===== config.mk =====
export PLATFORM = sky130hd
export DESIGN_NAME = vic_core
export DESIGN_NICKNAME = d
export VERILOG_FILES = /design/src/rtl/vic_pkg.sv /design/src/rtl/vic_pending.sv /design/src/rtl/vic_arbiter.sv /design/src/rtl/vic_fetch.sv /design/src/rtl/vic_core.sv
export SDC_FILE = /design/constraint.sdc
export NUM_CORES = 1
export LEC_CHECK = 0
export BUFFER_PORTS_ARGS = -buffer_cell sky130_fd_sc_hd__buf_4
export CELL_PAD_IN_SITES_DETAIL_PLACEMENT = 0
export CELL_PAD_IN_SITES_GLOBAL_PLACEMENT = 1
export CORE_MARGIN = 2
export CORE_UTILIZATION = 41
export DETAILED_ROUTE_END_ITERATION = 12
export PLACE_DENSITY_LB_ADDON = 0.1
export RECOVER_POWER = 25
export SLEW_MARGIN = 20
export SYNTH_ARGS = -nofsm -noshare
export SYNTH_HDL_FRONTEND = slang
export SYNTH_SLANG_ARGS = --single-unit

===== constraint.sdc =====
create_clock -name clk -period 7.6 [get_ports clk]
set_clock_uncertainty 0.05 [all_clocks]
set_input_delay 0.38 -clock clk [delete_from_list [all_inputs] [get_ports clk]]
set_output_delay 0.38 -clock clk [all_outputs]
set_load 0.01 [all_outputs]

===== src/rtl/vic_pkg.sv =====
package vic_pkg;

    localparam int NSRC  = 6;
    localparam int SRC_W = 3;

    typedef enum logic [2:0] {
        FS_IDLE,
        FS_SAVE,
        FS_RDHI,
        FS_RDLO,
        FS_WAIT,
        FS_DONE
    } fetch_state_e;

    typedef enum logic [1:0] {
        CA_MASK = 2'd0,
        CA_PEND = 2'd1,
        CA_PRIO = 2'd2,
        CA_GIE  = 2'd3
    } ctl_addr_e;

    typedef struct packed {
        logic             hit;
        logic [SRC_W-1:0] idx;
    } pick_t;

    // Rotated search: the code names the highest source, wrapping around.
    function automatic pick_t pick_winner(input logic [NSRC-1:0] req,
                                          input logic [SRC_W-1:0] code);
        pick_t r;
        int    base;
        int    idx;
        r    = '0;
        base = (int'(code) < NSRC) ? int'(code) : 0;
        for (int i = 0; i < NSRC; i++) begin
            idx = base + i;
            if (idx >= NSRC) idx = idx - NSRC;
            if (!r.hit && req[idx]) begin
                r.hit = 1'b1;
                r.idx = SRC_W'(idx);
            end
        end
        return r;
    endfunction

endpackage


===== src/rtl/vic_pending.sv =====
module vic_pending
    import vic_pkg::*;
(
    input  logic             clk,
    input  logic             rst,
    input  logic [NSRC-1:0]  src_i,
    input  logic             wr_en,
    input  logic [NSRC-1:0]  wr_val,
    input  logic             clr_en,
    input  logic [SRC_W-1:0] clr_idx,
    output logic [NSRC-1:0]  pend_o
);
    logic [NSRC-1:0] src_q;
    logic [NSRC-1:0] pend_q;
    logic [NSRC-1:0] rise;
    logic [NSRC-1:0] clr_mask;
    logic [NSRC-1:0] base;

    always_comb begin
        rise = src_i & ~src_q;
        base = wr_en ? wr_val : pend_q;
    end

    for (genvar g = 0; g < NSRC; g++) begin : g_clr
        assign clr_mask[g] = clr_en && (int'(clr_idx) == g);
    end

    always_ff @(posedge clk) begin
        if (rst) begin
            src_q  <= '0;
            pend_q <= '0;
        end else begin
            src_q  <= src_i;
            pend_q <= (base & ~clr_mask) | rise;
        end
    end

    assign pend_o = pend_q;
endmodule


===== src/rtl/vic_arbiter.sv =====
module vic_arbiter
    import vic_pkg::*;
(
    input  logic [NSRC-1:0]  req_i,
    input  logic [SRC_W-1:0] code_i,
    output logic             hit_o,
    output logic [SRC_W-1:0] idx_o
);
    pick_t pick;

    always_comb begin
        pick  = pick_winner(req_i, code_i);
        hit_o = pick.hit;
        idx_o = pick.idx;
    end
endmodule


===== src/rtl/vic_fetch.sv =====
module vic_fetch
    import vic_pkg::*;
#(
    parameter int ADDR_W = 8,
    parameter int DATA_W = 8
) (
    input  logic                clk,
    input  logic                rst,
    input  logic                grant_i,
    input  logic [SRC_W-1:0]    grant_idx_i,
    input  logic                save_done_i,
    output logic                idle_o,
    output logic                save_req_o,
    output logic                mem_rd_o,
    output logic [ADDR_W-1:0]   mem_addr_o,
    input  logic [DATA_W-1:0]   mem_rdata_i,
    output logic                vec_valid_o,
    output logic [2*DATA_W-1:0] vec_addr_o,
    output logic [SRC_W-1:0]    vec_src_o
);
    fetch_state_e               state_q;
    logic [SRC_W-1:0]           src_q;
    logic [2*DATA_W-1:0]        vec_q;
    logic                       lo_sel;

    always_ff @(posedge clk) begin
        if (rst) begin
            state_q <= FS_IDLE;
            src_q   <= '0;
            vec_q   <= '0;
        end else begin
            unique case (state_q)
                FS_IDLE: if (grant_i) begin
                    state_q <= FS_SAVE;
                    src_q   <= grant_idx_i;
                end
                FS_SAVE: if (save_done_i) state_q <= FS_RDHI;
                FS_RDHI: state_q <= FS_RDLO;
                FS_RDLO: begin
                    vec_q[2*DATA_W-1:DATA_W] <= mem_rdata_i;
                    state_q <= FS_WAIT;
                end
                FS_WAIT: begin
                    vec_q[DATA_W-1:0] <= mem_rdata_i;
                    state_q <= FS_DONE;
                end
                FS_DONE: state_q <= FS_IDLE;
                default: state_q <= FS_IDLE;
            endcase
        end
    end

    always_comb begin
        lo_sel      = (state_q == FS_RDLO);
        idle_o      = (state_q == FS_IDLE);
        save_req_o  = (state_q == FS_SAVE);
        mem_rd_o    = (state_q == FS_RDHI) || lo_sel;
        mem_addr_o  = ADDR_W'({src_q, lo_sel});
        vec_valid_o = (state_q == FS_DONE);
        vec_addr_o  = vec_q;
        vec_src_o   = src_q;
    end
endmodule


===== src/rtl/vic_core.sv =====
module vic_core
    import vic_pkg::*;
#(
    parameter int ADDR_W = 8,
    parameter int DATA_W = 8,
    parameter int CTL_W  = 8
) (
    input  logic                clk,
    input  logic                rst,
    input  logic [NSRC-1:0]     src_i,
    input  logic                ctl_we,
    input  logic [1:0]          ctl_addr,
    input  logic [CTL_W-1:0]    ctl_wdata,
    input  logic                ack_i,
    input  logic                save_done_i,
    input  logic                halt_i,
    output logic                irq_o,
    output logic                wake_o,
    output logic                save_req_o,
    output logic                mem_rd_o,
    output logic [ADDR_W-1:0]   mem_addr_o,
    input  logic [DATA_W-1:0]   mem_rdata_i,
    output logic                vec_valid_o,
    output logic [2*DATA_W-1:0] vec_addr_o,
    output logic [SRC_W-1:0]    vec_src_o,
    output logic [NSRC-1:0]     mask_o,
    output logic [NSRC-1:0]     pend_o,
    output logic [SRC_W-1:0]    prio_o,
    output logic                gie_o
);
    logic [NSRC-1:0]  mask_q;
    logic [SRC_W-1:0] prio_q;
    logic             gie_q;
    logic [NSRC-1:0]  pend;
    logic [NSRC-1:0]  enabled;
    logic             any_en;
    logic             idle;
    logic             win_hit;
    logic [SRC_W-1:0] win_idx;
    logic             grant;
    logic             wr_mask, wr_pend, wr_prio, wr_gie;
    logic             unused_wdata;

    assign unused_wdata = ^ctl_wdata[CTL_W-1:NSRC];

    always_comb begin
        wr_mask = ctl_we && (ctl_addr == CA_MASK);
        wr_pend = ctl_we && (ctl_addr == CA_PEND);
        wr_prio = ctl_we && (ctl_addr == CA_PRIO);
        wr_gie  = ctl_we && (ctl_addr == CA_GIE);
        enabled = pend & mask_q;
        any_en  = |enabled;
        irq_o   = idle && gie_q && any_en && win_hit;
        grant   = irq_o && ack_i;
        wake_o  = halt_i && gie_q && any_en;
    end

    vic_pending u_pend (
        .clk     (clk),
        .rst     (rst),
        .src_i   (src_i),
        .wr_en   (wr_pend),
        .wr_val  (ctl_wdata[NSRC-1:0]),
        .clr_en  (grant),
        .clr_idx (win_idx),
        .pend_o  (pend)
    );

    vic_arbiter u_arb (
        .req_i  (enabled),
        .code_i (prio_q),
        .hit_o  (win_hit),
        .idx_o  (win_idx)
    );

    vic_fetch #(.ADDR_W(ADDR_W), .DATA_W(DATA_W)) u_fetch (
        .clk         (clk),
        .rst         (rst),
        .grant_i     (grant),
        .grant_idx_i (win_idx),
        .save_done_i (save_done_i),
        .idle_o      (idle),
        .save_req_o  (save_req_o),
        .mem_rd_o    (mem_rd_o),
        .mem_addr_o  (mem_addr_o),
        .mem_rdata_i (mem_rdata_i),
        .vec_valid_o (vec_valid_o),
        .vec_addr_o  (vec_addr_o),
        .vec_src_o   (vec_src_o)
    );

    always_ff @(posedge clk) begin
        if (rst) begin
            mask_q <= '0;
            prio_q <= '0;
            gie_q  <= 1'b0;
        end else begin
            if (wr_mask) mask_q <= ctl_wdata[NSRC-1:0];
            if (wr_prio) prio_q <= ctl_wdata[SRC_W-1:0];
            if (grant)       gie_q <= 1'b0;
            else if (wr_gie) gie_q <= ctl_wdata[0];
        end
    end

    assign mask_o = mask_q;
    assign pend_o = pend;
    assign prio_o = prio_q;
    assign gie_o  = gie_q;
endmodule


==> summary by stage <==
Floorplan
The floorplan row count is 30. The initial core utilization is 0.418. The floorplan die width is 86.8 um. The number of top-level pins is 78. The floorplan step set the die height to 86.8 um. In this run the standard cell core region covers 6720 um^2.

The total die area is 7530 um^2.

GRT
The number of antenna violations at the first check in global routing is 0. The total global-route track usage is 0.196. The largest net degree at the start of global routing is 46.

The first global-routing pass estimated 11.7 mm of wire. The via count of the first global-routing pass is 2,373. The aggregate global routing overflow is 0.

Critical path
The most repeated library cell on the critical path is sky130_fd_sc_hd__ha_1. The category of the worst setup path capture point is a flop. Walking the worst path, the cells encountered are ha_1, nand2b_1, inv_8, ha_1, inv_1, ha_1, or2b_1, o311a_4, mux2i_4, o21ai_2, or4b_4, nor4_4, nor2_1, o41a_1. The largest incremental delay on the critical path is 0.57 ns.

For the worst setup path, the data required time is 7.74 ns. For the worst setup path, the data arrival time is 4.50 ns. The cell at the slowest stage of the critical path is sky130_fd_sc_hd__or4b_4. Along the worst path, the maximum fanout reaches 11. The worst setup path is launched from a flop. The type of the worst setup path is flop to flop. The logic depth of the worst register-to-register path is 14.

Power
The analysis attributes to cell leakage a power of 1.42 nW. Of the total power, the share spent switching nets is 0.267. Internal power comes to 0.377 mW.

Of the total power, registers draw 0.474. The power per unit of standard cell area is 150 nW/um^2. Of the total power, the clock network draws 0.361.

The overall power of the completed layout is 0.514 mW. The relative contribution of combinational cells to total power is 0.165. The peak supply drop is 0.0000845 V.

The net switching power figure is 0.137 mW.

Final layout
Leaving out fill and tap cells, the most frequent cells in the layout are sky130_fd_sc_hd__buf_4 (60), sky130_fd_sc_hd__nand2_1 (54), sky130_fd_sc_hd__dfxtp_1 (44), sky130_fd_sc_hd__nor2_1 (26), sky130_fd_sc_hd__a21oi_1 (26). The core utilization of the finished layout is 0.509. The fraction of final layout cells sized beyond drive strength 1 is 0.234. At the end of the flow, the number of nets in the layout was 443. The library cell used most frequently in the layout, excluding fill and tap cells, is sky130_fd_sc_hd__buf_4.

The number of inserted diodes is 0. The layout has 684 filler cells. The area growth from synthesis to layout is 21.9%.

STA
The worst path in the final design needs a cycle of 4.37 ns, including I/O delays and setup. Dividing the final minimum period by the clock period gives 0.575. The final worst-path setup slack is 3.23 ns.

The final count of pins violating max slew is 46. Measured against its own limit, the worst slew margin works out to -0.360. The final hold violation count came to 0. Timing would allow up to 229 MHz. The tightest hold path in the finished design has a slack of 0.252 ns. Setup repair after global routing left no endpoint under its margin. The total setup violations reported at the end of the flow is 0. Summed over all failing endpoints, the final setup total negative slack is 0 ns. The transition time at the pin with the least slew margin is 2.04 ns.

Placement
The placed wire-length estimate after detailed placement is 5.65 mm. Port buffering added 71 buffers. Routability-driven placement finished with a final weighted congestion of 0.852.

The setup slack at placement is 3.24 ns.

Yosys
In this run the cell area of the synthesized design comes to 2810 um^2. The synthesized design contains 0 enable-type register cells. For this run, the register share of the synthesized area comes to 0.314.

The post-synthesis register bit count is 44. The share of synthesized registers carrying an async set or reset is 0. The most used flip-flop cell after synthesis is sky130_fd_sc_hd__dfxtp_1. Of the post-synthesis cell area, the dominant cell type holds 0.314. The average instance in the mapped netlist occupies 8.24 um^2.

The cell count after synthesis is 341. Ranked by total cell area, the synthesized netlist is headed by sky130_fd_sc_hd__dfxtp_1 (31%), sky130_fd_sc_hd__mux2i_1 (7.8%), sky130_fd_sc_hd__nand2_1 (7.2%). sky130_fd_sc_hd__dfxtp_1 takes more of the synthesized area than any other cell.

The count of cell types in the netlist is 73. During synthesis, Yosys emitted a total of 0 warnings.

Clock network
The buffer depth of the longest clock path is 2. The total number of clock tree sinks is 44. The clock tree synthesis step divided the H-tree into 2 levels. Clock latency on the worst-skew pair, taken at its later pin, is 0.30 ns. After clock tree synthesis, the clock-pin slew on the worst setup and hold paths is 0.09 ns. Clock tree synthesis inserted a total of 5 buffers. TritonCTS built the clock tree. The count of hold-fix buffers inserted at cts is 0. Gates resized during post-CTS repair numbered 0. The number of buffers added for setup after CTS is 0. In this run the clock root is driven by a sky130_fd_sc_hd__clkbuf_8.

Min path
The depth of the worst hold-timing path is 2. The worst min-delay path category is primary input to flop.

Route
The detailed router finished its first iteration with 137 violations. The post-detailed-route count of antenna-violating nets is 0. After detailed routing, the number of vias per cell comes to 5.45.

In the routed design, unresolved DRC markers number 0. Dividing the detail-routed wire length by the instance count gives 15.1 um. Summing over every cut layer, the via total after detailed routing is 2,651.

The iteration count of the initial detailed-routing pass is 4. The final layout contains routed wiring with a total length of 7.35 mm.

Flow run
The tool flagged a number of max-cap violations equal to 1.

Outcome
The final reports fail on capacitance limit, slew limit. The run finished, with violations left.
==> state kept, by name (all words and copies together), names as in the netlist <==
| name | cells |
|---|---|
| gie_o | 1 |
| mask_o | 6 |
| prio_o | 3 |
| u_fetch.state_q | 3 |
| u_fetch.vec_addr_o | 16 |
| u_fetch.vec_src_o | 3 |
| u_pend.pend_o | 6 |
| u_pend.src_q | 6 |
==> logic make-up (layout without fill, tap and decap cells) <==
kind of cell,count (synthesis),count (layout),share of synthesized area
XOR/XNOR,2,2,0.00624
flip-flops,44,44,0.314
AND/OR/NAND/NOR,145,145,0.264
buffers and inverters,31,93,0.0583
adder cells (fa/ha/maj),8,8,0.0356
multiplexers,29,29,0.119
AO/OA/AOI/OAI,81,81,0.201
other,1,4,0.00134
==> routing by layer <==
metal / vias to the layer above / global-route usage / part of all wire
li1: 1331 / - / -
met1: 1241 / 0.284 / 0.49
met2: 71 / 0.299 / 0.46
met3: 8 / 0.0352 / 0.041
met4: 0 / 0.0526 / 0.014
met5: - / 0 / 0
==> power by group through the flow <==
stage / Combinational, mW / Clock (mW) / Sequential (mW)
after floorplan: 0.0531 / 0 / 0.249
after global placement: 0.0839 / 0 / 0.249
after detailed placement: 0.0845 / 0 / 0.249
after CTS: 0.0848 / 0.192 / 0.243
after global routing: 0.0935 / 0.202 / 0.244
final: 0.0848 / 0.186 / 0.243
==> critical path: cells and delay by family (launching register included) <==
kind | cells | cell delay, ns
and+or+nand+nor | 5 | 1.82
AOI/OAI and AO/OA | 3 | 0.76
adders and majority gates | 3 | 0.71
DFF | 1 | 0.52
muxes | 1 | 0.25
buffers and inverters | 2 | 0.14
==> stage by stage <==
step	area [um^2]	instances
after floorplan	2820	344
after global placement	3350	478
after detailed placement	3350	478
after CTS	3470	486
after global routing	3420	486
final	3420	486
==> synthesized netlist by cell type, types with 2 or more instances <==
master                     number
sky130_fd_sc_hd__and3_1         2
sky130_fd_sc_hd__inv_1         10
sky130_fd_sc_hd__nand2_1       54
sky130_fd_sc_hd__a21oi_1       26
sky130_fd_sc_hd__or2_2          3
sky130_fd_sc_hd__a31o_2         2
sky130_fd_sc_hd__nor2_1        26
sky130_fd_sc_hd__mux2i_1       22
sky130_fd_sc_hd__a21o_1         4
sky130_fd_sc_hd__nor3_1         6
sky130_fd_sc_hd__and2_1         3
sky130_fd_sc_hd__mux2i_4        2
sky130_fd_sc_hd__a211o_1        3
sky130_fd_sc_hd__dfxtp_1       44
sky130_fd_sc_hd__nand3b_1       6
sky130_fd_sc_hd__buf_4          8
sky130_fd_sc_hd__ha_1           8
sky130_fd_sc_hd__nor2b_1       14
sky130_fd_sc_hd__o41a_1         2
sky130_fd_sc_hd__a22oi_1        2
sky130_fd_sc_hd__a211oi_1       2
sky130_fd_sc_hd__nand4_1        3
sky130_fd_sc_hd__nand2b_1       9
sky130_fd_sc_hd__a31oi_1        8
sky130_fd_sc_hd__nand3_1        8
sky130_fd_sc_hd__mux2_2         3
sky130_fd_sc_hd__clkbuf_1       6
sky130_fd_sc_hd__o21ai_0       10
==> path summary, 6_finish.rpt <==
| check | start | to | slack [ns] |
|---|---|---|---|
| hold / removal | src_i[3] | u_pend.src_q[3] | 0.25 |
| hold reg to reg | u_fetch.vec_addr_o[8] | u_fetch.vec_addr_o[8] | 0.41 |
| setup / recovery | prio_o[1] | u_pend.pend_o[1] | 3.23 |
| setup reg to reg | prio_o[1] | u_pend.pend_o[1] | 3.23 |
==> area by class of cell <==
type	instances	area, um^2	share of cell area
clock buffer	5	68.8	0.0201
clock inverter	3	46.3	0.0135
inverter	13	56.3	0.0164
multi-input combinational	269	1780	0.519
sequential	44	881	0.257
tap	80	100	0.0292
timing repair buffer	72	495	0.145
(Power assumes the default switching activity.)
